$ cat src/rtl/inep_irq_pkg.sv
package inep_irq_pkg;

  localparam int unsigned WORD_W = 32;

  // bit positions inside a status / mask word
  localparam int unsigned B_XFER = 0;
  localparam int unsigned B_OFF  = 1;
  localparam int unsigned B_TMO  = 3;
  localparam int unsigned B_TOK  = 4;
  localparam int unsigned B_NAK  = 6;
  localparam int unsigned B_TXE  = 7;

  // implemented bits and the subset cleared by writing one
  localparam logic [WORD_W-1:0] IMPL_BITS = 32'h0000_00DB;
  localparam logic [WORD_W-1:0] W1C_BITS  = 32'h0000_001B;

  typedef struct packed {
    logic txe;
    logic nak;
    logic tok;
    logic tmo;
    logic off;
    logic xfer;
  } ep_flags_t;

  function automatic logic [WORD_W-1:0] flags_to_word(input ep_flags_t f);
    logic [WORD_W-1:0] w;
    w         = '0;
    w[B_XFER] = f.xfer;
    w[B_OFF]  = f.off;
    w[B_TMO]  = f.tmo;
    w[B_TOK]  = f.tok;
    w[B_NAK]  = f.nak;
    w[B_TXE]  = f.txe;
    return w;
  endfunction

  function automatic ep_flags_t word_to_flags(input logic [WORD_W-1:0] w);
    ep_flags_t f;
    f.xfer = w[B_XFER];
    f.off  = w[B_OFF];
    f.tmo  = w[B_TMO];
    f.tok  = w[B_TOK];
    f.nak  = w[B_NAK];
    f.txe  = w[B_TXE];
    return f;
  endfunction

  // FIFO empty test: full_sel=1 -> no word used; else free space >= depth/2
  function automatic logic fifo_empty_level(input int unsigned used,
                                            input int unsigned depth,
                                            input logic        full_sel);
    if (full_sel) return (used == 0);
    return (used <= (depth - depth / 2));
  endfunction

  // sticky bit update: clear request first, event set wins
  function automatic logic sticky_next(input logic cur, input logic clr, input logic set);
    return (cur & ~clr) | set;
  endfunction

endpackage

$ cat src/rtl/inep_regdec.sv
module inep_regdec #(
  parameter int unsigned NEP      = 6,
  parameter int unsigned ADDR_W   = 12,
  parameter int unsigned BASE     = 32'h908,
  parameter int unsigned STRIDE   = 32'h20,
  parameter int unsigned MASK_OFS = 4
) (
  input  logic              bus_sel,
  input  logic              bus_we,
  input  logic [ADDR_W-1:0] bus_addr,
  output logic [NEP-1:0]    stat_hit,
  output logic [NEP-1:0]    mask_hit,
  output logic [NEP-1:0]    stat_wr,
  output logic [NEP-1:0]    mask_wr
);

  localparam int unsigned SH    = $clog2(STRIDE);
  localparam int unsigned LIMIT = BASE + NEP * STRIDE;
  localparam logic [ADDR_W-1:0] BASE_A  = ADDR_W'(BASE);
  localparam logic [ADDR_W-1:0] LIMIT_A = ADDR_W'(LIMIT);

  logic              in_range;
  logic [ADDR_W-1:0] ofs;
  logic [SH-1:0]     low;
  logic [ADDR_W-SH-1:0] idx;
  logic              wr_go;

  assign in_range = (bus_addr >= BASE_A) && (bus_addr < LIMIT_A);
  assign ofs      = bus_addr - BASE_A;
  assign low      = ofs[SH-1:0];
  assign idx      = ofs[ADDR_W-1:SH];
  assign wr_go    = bus_sel && bus_we;

  for (genvar i = 0; i < NEP; i++) begin : g_hit
    logic ep_sel;
    assign ep_sel      = in_range && (idx == (ADDR_W-SH)'(i));
    assign stat_hit[i] = ep_sel && (low == SH'(0));
    assign mask_hit[i] = ep_sel && (low == SH'(MASK_OFS));
    assign stat_wr[i]  = wr_go && stat_hit[i];
    assign mask_wr[i]  = wr_go && mask_hit[i];
  end

endmodule

$ cat src/rtl/inep_slot.sv
module inep_slot
  import inep_irq_pkg::*;
#(
  parameter int unsigned DEPTH = 16,
  parameter int unsigned UW    = $clog2(DEPTH + 1)
) (
  input  logic              clk,
  input  logic              rst_n,
  input  logic              ev_xfer,
  input  logic              ev_off,
  input  logic              ev_tmo,
  input  logic              ev_tok,
  input  logic              ev_nak,
  input  logic              nak_rel,
  input  logic              stall,
  input  logic [UW-1:0]     used,
  input  logic              full_sel,
  input  logic              stat_wr,
  input  logic              mask_wr,
  input  logic [WORD_W-1:0] wdata,
  output logic [WORD_W-1:0] stat_word,
  output logic [WORD_W-1:0] mask_word,
  output logic              hot,
  output logic              nak_out
);

  ep_flags_t st_q;
  ep_flags_t mask_q;
  ep_flags_t clr_req;
  logic      txe_live;

  assign txe_live = fifo_empty_level(32'(used), DEPTH, full_sel);

  // clear requests from a write-one-to-clear access
  always_comb begin
    clr_req      = word_to_flags(wdata & W1C_BITS);
    if (!stat_wr) clr_req = '0;
    clr_req.nak  = nak_rel;
    clr_req.txe  = 1'b0;
  end

  always_ff @(posedge clk or negedge rst_n) begin
    if (!rst_n) begin
      st_q <= '0;
    end else begin
      st_q.xfer <= sticky_next(st_q.xfer, clr_req.xfer, ev_xfer);
      st_q.off  <= sticky_next(st_q.off,  clr_req.off,  ev_off);
      st_q.tmo  <= sticky_next(st_q.tmo,  clr_req.tmo,  ev_tmo);
      st_q.tok  <= sticky_next(st_q.tok,  clr_req.tok,  ev_tok);
      st_q.nak  <= sticky_next(st_q.nak,  clr_req.nak,  ev_nak);
      st_q.txe  <= 1'b0;
    end
  end

  always_ff @(posedge clk or negedge rst_n) begin
    if (!rst_n)       mask_q <= '0;
    else if (mask_wr) mask_q <= word_to_flags(wdata);
  end

  always_comb begin
    ep_flags_t view;
    view      = st_q;
    view.txe  = txe_live;
    stat_word = flags_to_word(view);
  end

  assign mask_word = flags_to_word(mask_q);
  assign hot       = |(stat_word & mask_word);
  assign nak_out   = st_q.nak && !stall;

endmodule

$ cat src/rtl/inep_sum.sv
module inep_sum #(
  parameter int unsigned NEP = 6
) (
  input  logic           clk,
  input  logic           rst_n,
  input  logic [NEP-1:0] hot,
  output logic [NEP-1:0] pending,
  output logic           any
);

  always_ff @(posedge clk or negedge rst_n) begin
    if (!rst_n) pending <= '0;
    else        pending <= hot;
  end

  assign any = |pending;

endmodule

$ cat src/rtl/inep_irq_hub.sv
module inep_irq_hub
  import inep_irq_pkg::*;
#(
  parameter int unsigned NEP    = 6,
  parameter int unsigned DEPTH  = 16,
  parameter int unsigned ADDR_W = 12,
  parameter int unsigned UW     = $clog2(DEPTH + 1)
) (
  input  logic                clk,
  input  logic                rst_n,
  input  logic [NEP-1:0]      ev_xfer_done,
  input  logic [NEP-1:0]      ev_ep_off,
  input  logic [NEP-1:0]      ev_timeout,
  input  logic [NEP-1:0]      ev_tok_empty,
  input  logic [NEP-1:0]      ev_nak_seen,
  input  logic [NEP-1:0]      nak_release,
  input  logic [NEP-1:0]      stall_req,
  input  logic [NEP*UW-1:0]   fifo_used,
  input  logic                lvl_full_empty,
  input  logic                bus_sel,
  input  logic                bus_we,
  input  logic [ADDR_W-1:0]   bus_addr,
  input  logic [WORD_W-1:0]   bus_wdata,
  output logic [WORD_W-1:0]   bus_rdata,
  output logic [NEP-1:0]      ep_pending,
  output logic                in_ep_irq,
  output logic [NEP-1:0]      nak_reply
);

  logic [NEP-1:0]        stat_hit;
  logic [NEP-1:0]        mask_hit;
  logic [NEP-1:0]        stat_wr;
  logic [NEP-1:0]        mask_wr;
  logic [NEP-1:0]        hot;
  logic [NEP*WORD_W-1:0] stat_flat;
  logic [NEP*WORD_W-1:0] mask_flat;

  inep_regdec #(.NEP(NEP), .ADDR_W(ADDR_W)) u_dec (
    .bus_sel  (bus_sel),
    .bus_we   (bus_we),
    .bus_addr (bus_addr),
    .stat_hit (stat_hit),
    .mask_hit (mask_hit),
    .stat_wr  (stat_wr),
    .mask_wr  (mask_wr)
  );

  for (genvar i = 0; i < NEP; i++) begin : g_ep
    inep_slot #(.DEPTH(DEPTH), .UW(UW)) u_slot (
      .clk       (clk),
      .rst_n     (rst_n),
      .ev_xfer   (ev_xfer_done[i]),
      .ev_off    (ev_ep_off[i]),
      .ev_tmo    (ev_timeout[i]),
      .ev_tok    (ev_tok_empty[i]),
      .ev_nak    (ev_nak_seen[i]),
      .nak_rel   (nak_release[i]),
      .stall     (stall_req[i]),
      .used      (fifo_used[i*UW +: UW]),
      .full_sel  (lvl_full_empty),
      .stat_wr   (stat_wr[i]),
      .mask_wr   (mask_wr[i]),
      .wdata     (bus_wdata),
      .stat_word (stat_flat[i*WORD_W +: WORD_W]),
      .mask_word (mask_flat[i*WORD_W +: WORD_W]),
      .hot       (hot[i]),
      .nak_out   (nak_reply[i])
    );
  end

  always_comb begin
    bus_rdata = '0;
    for (int i = 0; i < NEP; i++) begin
      if (stat_hit[i]) bus_rdata = stat_flat[i*WORD_W +: WORD_W];
      if (mask_hit[i]) bus_rdata = mask_flat[i*WORD_W +: WORD_W];
    end
  end

  inep_sum #(.NEP(NEP)) u_sum (
    .clk     (clk),
    .rst_n   (rst_n),
    .hot     (hot),
    .pending (ep_pending),
    .any     (in_ep_irq)
  );

endmodule

$ cat config.mk
export PLATFORM = sky130hd
export DESIGN_NAME = inep_irq_hub
export DESIGN_NICKNAME = d
export VERILOG_FILES = /design/src/rtl/inep_irq_pkg.sv /design/src/rtl/inep_regdec.sv /design/src/rtl/inep_slot.sv /design/src/rtl/inep_sum.sv /design/src/rtl/inep_irq_hub.sv
export SDC_FILE = /design/constraint.sdc
export NUM_CORES = 1
export LEC_CHECK = 0
export CAP_MARGIN = 15
export CORE_ASPECT_RATIO = 0.8
export CORE_MARGIN = 4
export CORE_UTILIZATION = 35
export DETAILED_ROUTE_END_ITERATION = 7
export PLACE_DENSITY = 0.57
export SLEW_MARGIN = 30
export SYNTH_ARGS = -nofsm -noshare
export SYNTH_HDL_FRONTEND = slang
export SYNTH_HIERARCHICAL = 1
export SYNTH_SLANG_ARGS = --single-unit
export TNS_END_PERCENT = 20
$ cat constraint.sdc
create_clock -name clk -period 5.9 [get_ports clk]
set_clock_uncertainty 0.05 [all_clocks]
set_input_delay 1.475 -clock clk [delete_from_list [all_inputs] [get_ports clk]]
set_output_delay 1.475 -clock clk [all_outputs]
set_load 0.01 [all_outputs]
# Word level (Yosys, flattened, before mapping)
# Cells that the tools add are included.
op_classes:
  eq_ne: 6
  shift: 0
  order_cmp: 8
  addsub: 1
  muxes: 31
  n_mul: 0
  bitwise_logic: 96
  reduce_logical: 59
  div: 0
ops:
  columns: ["cell", "count"]
  rows:
  - ["$mux 32", 11]
  - ["$reduce_or 32->1", 6]
  - ["$and 8x8->8", 6]
  - ["$logic_and 1x1->1", 38]
  - ["$logic_not 5->1", 7]
  - ["$and 1x1->1", 30]
  - ["$le 5x4->1 const B", 6]
  - ["$not 1->1", 30]
  - ["$or 1x1->1", 30]
  - ["$mux 4", 6]
  - ["$eq 7x2->1 const B", 2]
  - ["$eq 7x3->1 const B", 2]
  - ["$mux 1", 13]
  - ["$ge 12x12->1 const B", 1]
  - ["$lt 12x12->1 const B", 1]
  - ["$sub 12x12->12 const B", 1]
  - ["$mux 8", 1]
  - ["$eq 7x1->1 const B", 1]
  - ["$logic_not 7->1", 1]
  - ["$logic_not 1->1", 6]
  - ["$reduce_or 6->1", 1]
  - ["$eq 5x3->1 const B", 1]
word_totals:
  input_bits: 121
  memories: 0
  regBits: 72
  romBits: 0
  latchBits: 0
  output_inout_bits: 45
  ram_bits: 0

# Depth between registers and ports, before layout
# Gate-level depths: netlist of run 1.
logic_depth:
  ltp_word: 16
  ltp_mapped: 13
  ltp_nobuf: 10

# Hierarchy
# The synthesis of run 1 kept the hierarchy.
modules_own_cells:
  columns: ["mod", "cells_each", "seq_area_each_um2", "area_each_um2", "n_inst"]
  rows:
  - ["inep_slot", 91, 275.3, 869.6, 6]
  - ["inep_irq_hub", 695, 0.0, 4481.8, 1]
  - ["inep_regdec", 65, 0.0, 414.1, 1]
  - ["inep_sum", 9, 150.1, 163.9, 1]

# Worst setup path after synthesis of run 1
# OpenSTA, ideal clock, no wires.
synth_path:
  path_type: "input to output"
  from: "in bus_addr[3]"
  to: "out bus_rdata[0]"
  stages: 10
  arrival_ns: 3.802
  required_ns: 4.375
  slack_ns: 0.573
  path_buffers: 2
  path_cell_list: "inv_2 -> ha_1 -> or2_1 -> o21a_1 -> or4b_1 -> nor2_1 -> buf_2 -> clkbuf_1 -> a211oi_1 -> a21oi_1"
synth_via:
  elab_cells_between_ends: 42
synth_lines:
  columns: ["element", "line", "text"]
  rows:
  - ["start, declared", "inep_irq_hub.sv:22", "input logic [ADDR_W-1:0] bus_addr,"]
  - ["$sub 12x12->12 (tied with other cells)", "inep_regdec.sv:29", "assign ofs = bus_addr - BASE_A;"]
  - ["$eq 7x2->1 or $logic_and 1x1->1 (tied branches)", "inep_regdec.sv:36, inep_regdec.sv:28", null]
  - ["$logic_and 1x1->1", "inep_regdec.sv:36", "assign ep_sel = in_range && (idx == (ADDR_W-SH)'(i));"]
  - ["$logic_and 1x1->1 *", "inep_regdec.sv:38", "assign mask_hit[i] = ep_sel && (low == SH'(MASK_OFS));"]
  - ["via mask_hit[2]", "inep_irq_hub.sv:31", "logic [NEP-1:0] mask_hit;"]
  - ["$mux 32 *", "inep_irq_hub.sv:75", "if (mask_hit[i]) bus_rdata = mask_flat[i*WORD_W +: WORD_W];"]
  - ["$mux 32 *", "inep_irq_hub.sv:74", "if (stat_hit[i]) bus_rdata = stat_flat[i*WORD_W +: WORD_W];"]
  - ["$mux 32 *", "inep_irq_hub.sv:75", null]
  - ["$mux 32 *", "inep_irq_hub.sv:74", null]
  - ["$mux 32 *", "inep_irq_hub.sv:75", null]
  - ["$mux 32 *", "inep_irq_hub.sv:74", null]
  - ["$mux 32 *", "inep_irq_hub.sv:75", null]
  - ["end, declared", "inep_irq_hub.sv:24", "output logic [WORD_W-1:0] bus_rdata,"]
# The timed path passes the listed nets; every way through them passes the cells marked *.

# Worst setup path in the final report of run 1
layout_path:
  from: "in bus_addr[4]"
  to: "out bus_rdata[6]"
layout_via:
  elab_cells_between_ends: 42
layout_lines:
  columns: ["element", "line", "text"]
  rows:
  - ["$sub 12x12->12 (tied with other cells)", "inep_regdec.sv:29", null]
  - ["$eq 7x3->1 or $logic_and 1x1->1 (tied branches)", "inep_regdec.sv:36, inep_regdec.sv:28", null]
  - ["$logic_and 1x1->1", "inep_regdec.sv:36", null]
  - ["$logic_and 1x1->1 *", "inep_regdec.sv:37", "assign stat_hit[i] = ep_sel && (low == SH'(0));"]
  - ["via stat_hit[5]", "inep_irq_hub.sv:30", "logic [NEP-1:0] stat_hit;"]
  - ["$mux 32 *", "inep_irq_hub.sv:74", null]
  - ["$mux 32 *", "inep_irq_hub.sv:75", null]
# Marks and branches as above.

==> summary.txt, run 1 <==
Status
  • Status: finished, final reports clean

CTS
  • CTS sink cnt: 72
  • TritonCTS clock tree: done
  • Total CTS buffers: 9
  • Clock latency on the worst-skew pair: 0.34 ns
  • Clock slew at reported path FFs: 0.05 ns
  • Clock Tree Root: clkbuf_16
  • Clock Path Buffers: 2
  • H-Tree Level Count: 3

Worst setup path
  • R2r startpoint: g_ep[4].u_slot/stat_word[6]$_DFF_PN0_
  • CP endpoint kind: output port
  • Critical path's slowest cell: or4b_4
  • Startpoint Class: primary input
  • Crit Path Class: in -> out
  • Critical Path RT: 4.38 ns
  • Setup slack, reg-to-reg: 4.65 ns
  • Arr. time, crit path: 4.28 ns
  • Crit. Startpoint: bus_addr[4]
  • Cells along the critical path: buf_2 -> inv_2 -> ha_4 -> or4b_4 -> a21oi_4 -> o21bai_4 -> a2111oi_4 -> buf_6 -> buf_12 -> nor3b_1 -> o31ai_1 -> o21ai_1 -> a21oi_1 -> clkdlybuf4s15_2
  • CP Capture Point: bus_rdata[6]
  • Worst reg2reg endpoint: u_sum/pending[4]$_DFF_PN0_
  • R2R depth: 2
  • Slowest Stage Delay on Critical Path: 0.50 ns
  • Crit-path max FO: 7

Synth
  • Syn avg cell area: 7.82 µm²
  • Mapped Area: 10300 µm²
  • Top post-synthesis cells by area: buf_4 23%, dfrtp_1 18%, nor3b_1 4.7%
  • Number of synthesized flops with an enable pin: 0
  • Yosys warnings: 6
  • Distinct cell type count of the synthesized netlist: 53
  • #FFs+latches synth: 72
  • Synth Flop Type: dfrtp_1
  • Post-Syn Instances: 1315
  • Seq/Total Area, Yosys: 0.175
  • Top cell type by total area after synthesis: buf_4
  • Area share of the largest cell type after synthesis: 0.234
  • Fraction of registers with async set/reset: 1.00

GRT
  • Initial antenna violation count: 0
  • Vias in the first global route: 8503
  • First-pass GRT wire length: 46000 µm
  • GR Overflow Total: 0
  • Largest net degree at the start of global routing: 53
  • Total track usage: 0.177

STA
  • Slew @ Worst Pin: 0.848 ns
  • Tcrit/Tclk final: 0.984
  • Setup-failing EPs final: 0
  • Min Tclk post-route: 5.81 ns
  • Hold Fails Final Rpt: 0
  • Unrepaired setup endpoints after global routing: true
  • Slew margin rel.: 0.429
  • F_max: 172 MHz
  • Slew Limit Fails: 0

Power and ir drop
  • Pwr Density: 101 nW/µm²
  • Leak Pwr: 0.00501 µW
  • Worst vdd ir: 0.000130 V
  • Tot Pwr: 1240 µW

Placement
  • Routability congestion estimate: 0.822
  • IO Port Bufs: 139
  • Dpl cell area: 11600 µm²
  • Post-DP HPWL: 20300 µm

Floorplan
  • # rows: 55
  • Die area: 32200 µm²
  • Initial Utilization: 0.359
  • I/O pin count: 166
  • Chip height: 161 µm
  • Die X: 200 µm
  • Core area: 28600 µm²

Routing
  • Routed WL: 28800 µm
  • Vias per cell: 4.70
  • WL per Instance: 15.4 µm
  • Initial DRC Count: 638
  • DR vias: 8801
  • # DRC: 0
  • DR pass1 iterations: 5
  • Antenna-violating nets left: 0

Cells and area
  • # diodes: 0
  • Fraction of layout cells with a size suffix above 1: 0.201
  • Final core utilization: 0.428
  • Area grow syn2layout: 19.3%
  • Final Cell Area: 12300 µm²
  • Nets: 1621

Run
  • MaxCap Viol Count: 0

Min path
  • Worst hold path class: reg -> reg
==> worst min-delay path by stage <==
stage                                          start                               endpoint  slack, ns  cells past startpoint
2_1_floorplan  g_ep[2].u_slot/stat_word[1]$_DFF_PN0_  g_ep[2].u_slot/stat_word[1]$_DFF_PN0_       0.41                      1
3_3_place_gp   g_ep[2].u_slot/stat_word[1]$_DFF_PN0_  g_ep[2].u_slot/stat_word[1]$_DFF_PN0_       0.44                      1
3_5_place_dp   g_ep[2].u_slot/stat_word[4]$_DFF_PN0_  g_ep[2].u_slot/stat_word[4]$_DFF_PN0_       0.44                      1
4_1_cts        g_ep[2].u_slot/stat_word[4]$_DFF_PN0_  g_ep[2].u_slot/stat_word[4]$_DFF_PN0_       0.45                      1
5_1_grt        g_ep[2].u_slot/stat_word[0]$_DFF_PN0_  g_ep[2].u_slot/stat_word[0]$_DFF_PN0_       0.47                      1
6_report       g_ep[2].u_slot/stat_word[4]$_DFF_PN0_  g_ep[2].u_slot/stat_word[4]$_DFF_PN0_       0.45                      1
==> critical path, delay by kind of cell <==
family	cells	cell delay [ns]
simple gates	2	0.56
buf+inv	5	0.86
fa+ha+maj	1	0.14
compound gates	6	1.25
==> flip-flops by register name (all words and copies together) (netlist names) <==
name / cells
u_sum/pending: 6
g_ep.u_slot/mask_word: 36
g_ep.u_slot/stat_word: 30
==> layout by cell type, fill, tap and decap left out, types with 29 or more instances in the layout <==
master	instances
conb_1	312
buf_4	101
clkdlybuf4s50_1	101
nand2_1	93
dfrtp_1	72
nor2b_1	69
nor3b_1	61
a21oi_1	57
nand2b_1	42
inv_1	39
nor3_1	38
a22oi_1	37
mux2_2	36
nand3_1	33
a211oi_1	32
a2bb2oi_1	31
o31ai_1	30
o2bb2ai_2	30
a21o_1	30
buf_2	29
==> layer usage <==
metal,global-route usage,wire (µm),part of all wire,vias up
met5,0,0,0,-
met4,0.0281,327,0.011,0
met3,0.0304,1440,0.050,31
met2,0.268,12300,0.43,228
met1,0.268,14700,0.51,4093
li1,-,-,-,4449
==> cells by family after synthesis <==
group           Yosys count  share of synthesized area
compound gates          355                      0.276
flops                    72                      0.175
fa+ha+maj                 1                    0.00122
simple gates            397                      0.214
buf+inv                 448                      0.292
other cells               6                    0.00219
mux                      36                     0.0394
==> metrics by stage <==
stage	worst slack (ns)	TNS, ns	hold slack [ns]	std cells
after floorplan	0.573	0	0.411	1621
after global placement	-0.722	-20.68	0.439	1836
after detailed placement	-0.763	-21.84	0.439	1836
after CTS	0.0120	0	0.455	1871
after global routing	-0.0271	-0.0332	0.470	1874
final	0.0943	0	0.453	1874
==> where the power goes <==
part | switching, µW | internal [µW]
clock network | 214 | 325
logic | 97.1 | 96.2
registers | 5.50 | 498
==> timing repair <==
action | CTS | global route
endpoints found under the setup margin | 32 | 31
gates cloned | 9 | 0
hold buffers | 0 | 0
pin swaps | 28 | 16
resized for setup | 177 | 22
buffers inserted | 10 | 3
==> cells in the mapped netlist, types with 7 or more instances <==
cell type	n
inv_1	40
o2bb2ai_2	30
buf_6	9
o31ai_1	32
a21o_1	30
nand2_1	93
a21oi_1	66
nor2b_1	72
buf_4	320
o211ai_1	7
nor4_1	7
a2bb2oi_1	31
buf_2	40
a211oi_1	32
mux2_2	36
dfrtp_1	72
clkbuf_1	34
nor3_1	45
nor3b_1	64
nand2b_1	42
a22oi_1	37
o221ai_1	25
nand3_1	33
o21ai_0	33
nor2_1	28
==> layout make-up <==
class,count,area (µm²)
fill,2931,16400
multi-input combinational,1101,6840
timing repair buffer,274,2710
sequential,72,1800
tap,370,463
clock buffer,10,229
inverter,41,154
clock inverter,6,60.1
Note: power is estimated with default switching activity, not from simulation.
==> run 2: changes to the inputs <==
==> constraint.sdc (replaced) <==
create_clock -name clk -period 5.9 [get_ports clk]
set_clock_uncertainty 0.05 [all_clocks]
set_input_delay 0.59 -clock clk [delete_from_list [all_inputs] [get_ports clk]]
set_output_delay 0.59 -clock clk [all_outputs]
set_load 0.01 [all_outputs]
==> summary.txt, run 2 (synthesized netlist as in run 1, its figures left out) <==
Status
  • Status: finished, final reports clean

STA
  • Hold Fails Final Rpt: 0 (unchanged)
  • Slew @ Worst Pin: 0.836 ns (-0.0129 ns)
  • Tcrit/Tclk final: 0.883 (-0.101)
  • Unrepaired setup endpoints after global routing: false
  • Fin Setup TNS: 0 ns (unchanged)
  • F_max: 192 MHz (+11%)
  • Slew margin rel.: 0.438 (+0.00869)
  • Slew Limit Fails: 0 (unchanged)
  • Min Tclk post-route: 5.21 ns (-0.596 ns)
  • Setup-failing EPs final: 0 (unchanged)

Run
  • MaxCap Viol Count: 0 (unchanged)

Power and ir drop
  • Pwr Density: 122 nW/µm² (+21%)
  • Tot Pwr: 1360 µW (+10%)
  • Leak Pwr: 0.00428 µW (-14%)
  • Worst vdd ir: 0.000151 V (+16%)

Cells and area
  • Area grow syn2layout: 8.69%
  • Most frequent cells in the layout: 312 x conb_1, 138 x clkdlybuf4s50_1, 93 x nand2_1
  • Fraction of layout cells with a size suffix above 1: 0.102 (-0.0992)
  • Most common cell after layout, fill and taps aside: conb_1
  • Final Cell Area: 11200 µm² (-8.9%)
  • Nets: 1516 (-6.5%)
  • Final cell count without fillers: 1769 (-5.6%)
  • Max reg flops: 36 (unchanged)
  • # diodes: 0 (unchanged)

Routing
  • Initial DRC Count: 466 (-27%)
  • Vias per cell: 4.68 (-0.44%)
  • DR pass1 iterations: 5 (unchanged)
  • WL per Instance: 15.0 µm (-2.7%)
  • Antenna-violating nets left: 0 (unchanged)
  • DR vias: 8271 (-6.0%)
  • # DRC: 0 (unchanged)
  • Routed WL: 26500 µm (-8.1%)

CTS
  • Clock latency on the worst-skew pair: 0.34 ns (about the same)
  • TritonCTS clock tree: done
  • Buffer count from post-CTS setup fixing: 0 (-10)
  • Clock slew at reported path FFs: 0.06 ns (about the same)
  • Clock Path Buffers: 2 (unchanged)
  • Hold buffers post-CTS: 0 (unchanged)
  • Clock Tree Root: clkbuf_16
  • CTS sink cnt: 72 (unchanged)
  • H-Tree Level Count: 3 (unchanged)
  • Cts repair resizes: 0 (-100%)
  • Total CTS buffers: 9 (unchanged)

Placement
  • Routability congestion estimate: 0.819 (-0.37%)
  • Placed Instances: 1753 (-4.5%)
  • Post-DP HPWL: 18600 µm (-8.1%)
  • Dpl cell area: 10800 µm² (-6.7%)
  • IO Port Bufs: 139 (unchanged)

GRT
  • First-pass GRT wire length: 42500 µm (-7.5%)
  • Largest net degree at the start of global routing: 97 (+83%)
  • Total track usage: 0.162 (-0.0149)
  • Vias in the first global route: 7697 (-9.5%)
  • GR Overflow Total: 0 (unchanged)
  • Initial antenna violation count: 0 (unchanged)

Worst setup path
  • Crit Path Class: in -> out
  • Critical Path RT: 5.26 ns (+0.88 ns)
  • Arr. time, crit path: 4.57 ns (+0.29 ns)
  • CP endpoint kind: output port
  • Crit-path max FO: 96 (+89)
  • Startpoint Class: primary input

Floorplan
  • # rows: 55 (unchanged)
  • Die X: 200 µm (unchanged)
  • I/O pin count: 166 (unchanged)
  • Chip height: 161 µm (unchanged)
  • Initial Utilization: 0.359 (unchanged)
  • Core area: 28600 µm² (unchanged)
  • Die area: 32200 µm² (unchanged)

Min path
  • Worst hold path class: in -> async
==> run 2: cell types whose count changed in the layout (fill, tap and decap cells not counted), moves of 6 or more <==
| cell | change |
|---|---|
| buf_4 | -78 |
| clkdlybuf4s50_1 | +37 |
| buf_2 | -28 |
| o21ai_0 | +17 |
| o21ai_1 | -17 |
| buf_12 | -14 |
| a21oi_1 | +9 |
| a21oi_2 | -8 |
| buf_6 | -7 |
| buf_16 | -6 |
==> run 2: critical path: stages <==
cell and delay (ns):
clkdlybuf4s50_1 0.62, or4_1 0.61, nor2_1 0.11, nand4_1 0.30
a2111oi_2 0.51, buf_12 0.36, nor3b_1 0.10, o31ai_1 0.25
o21ai_0 0.13, a21oi_1 0.30, clkdlybuf4s50_1 0.62
==> run 2: final timing paths <==
kind	start	slack [ns]	depth (start not counted)	endpoint
hold / removal	rst_n	0.31	2	g_ep[3].u_slot/stat_word[3]$_DFF_PN0_
min in group clk	g_ep[2].u_slot/stat_word[1]$_DFF_PN0_	0.46	1	g_ep[2].u_slot/stat_word[1]$_DFF_PN0_
hold reg to reg	g_ep[2].u_slot/stat_word[1]$_DFF_PN0_	0.46	1	g_ep[2].u_slot/stat_word[1]$_DFF_PN0_
setup / recovery	bus_addr[7]	0.69	11	bus_rdata[31]
setup reg to reg	g_ep[0].u_slot/stat_word[6]$_DFF_PN0_	4.63	2	u_sum/pending[0]$_DFF_PN0_
max in group asynchronous	rst_n	5.00	2	g_ep[1].u_slot/stat_word[0]$_DFF_PN0_
==> run 2: metrics by stage <==
step / setup slack, ns / hold WS, ns / utilization
final: 0.690 / 0.309 / 0.390
after global routing: 0.435 / 0.361 / 0.390
after CTS: 0.718 / 0.458 / 0.390
after detailed placement: 0.731 / 0.444 / 0.377
after global placement: 0.774 / 0.436 / 0.377
after floorplan: 2.34 / 0.244 / -
==> run 2: cell type report <==
type,count,area [µm²]
Sequential cell,72,1800
Tap cell,370,463
Fill cell,2959,17500
Timing Repair Buffer,169,1690
Clock inverter,7,144
Inverter,41,154
Multi-Input combinational cell,1101,6690
Clock buffer,9,225
==> run 2: routing by layer <==
layer	wire length (µm)	GRT usage
met4	172	0.0198
met3	1690	0.0367
met2	11200	0.243
met5	0	0
met1	13400	0.245
==> run 2: power by group <==
| part | internal, µW | switching, µW | leakage [µW] |
|---|---|---|---|
| Sequential | 498 | 5.59 | 0.000861 |
| Combinational | 86.1 | 90.1 | 0.00325 |
| Clock | 457 | 227 | 0.000172 |
| Total | 1040 | 322 | 0.00428 |
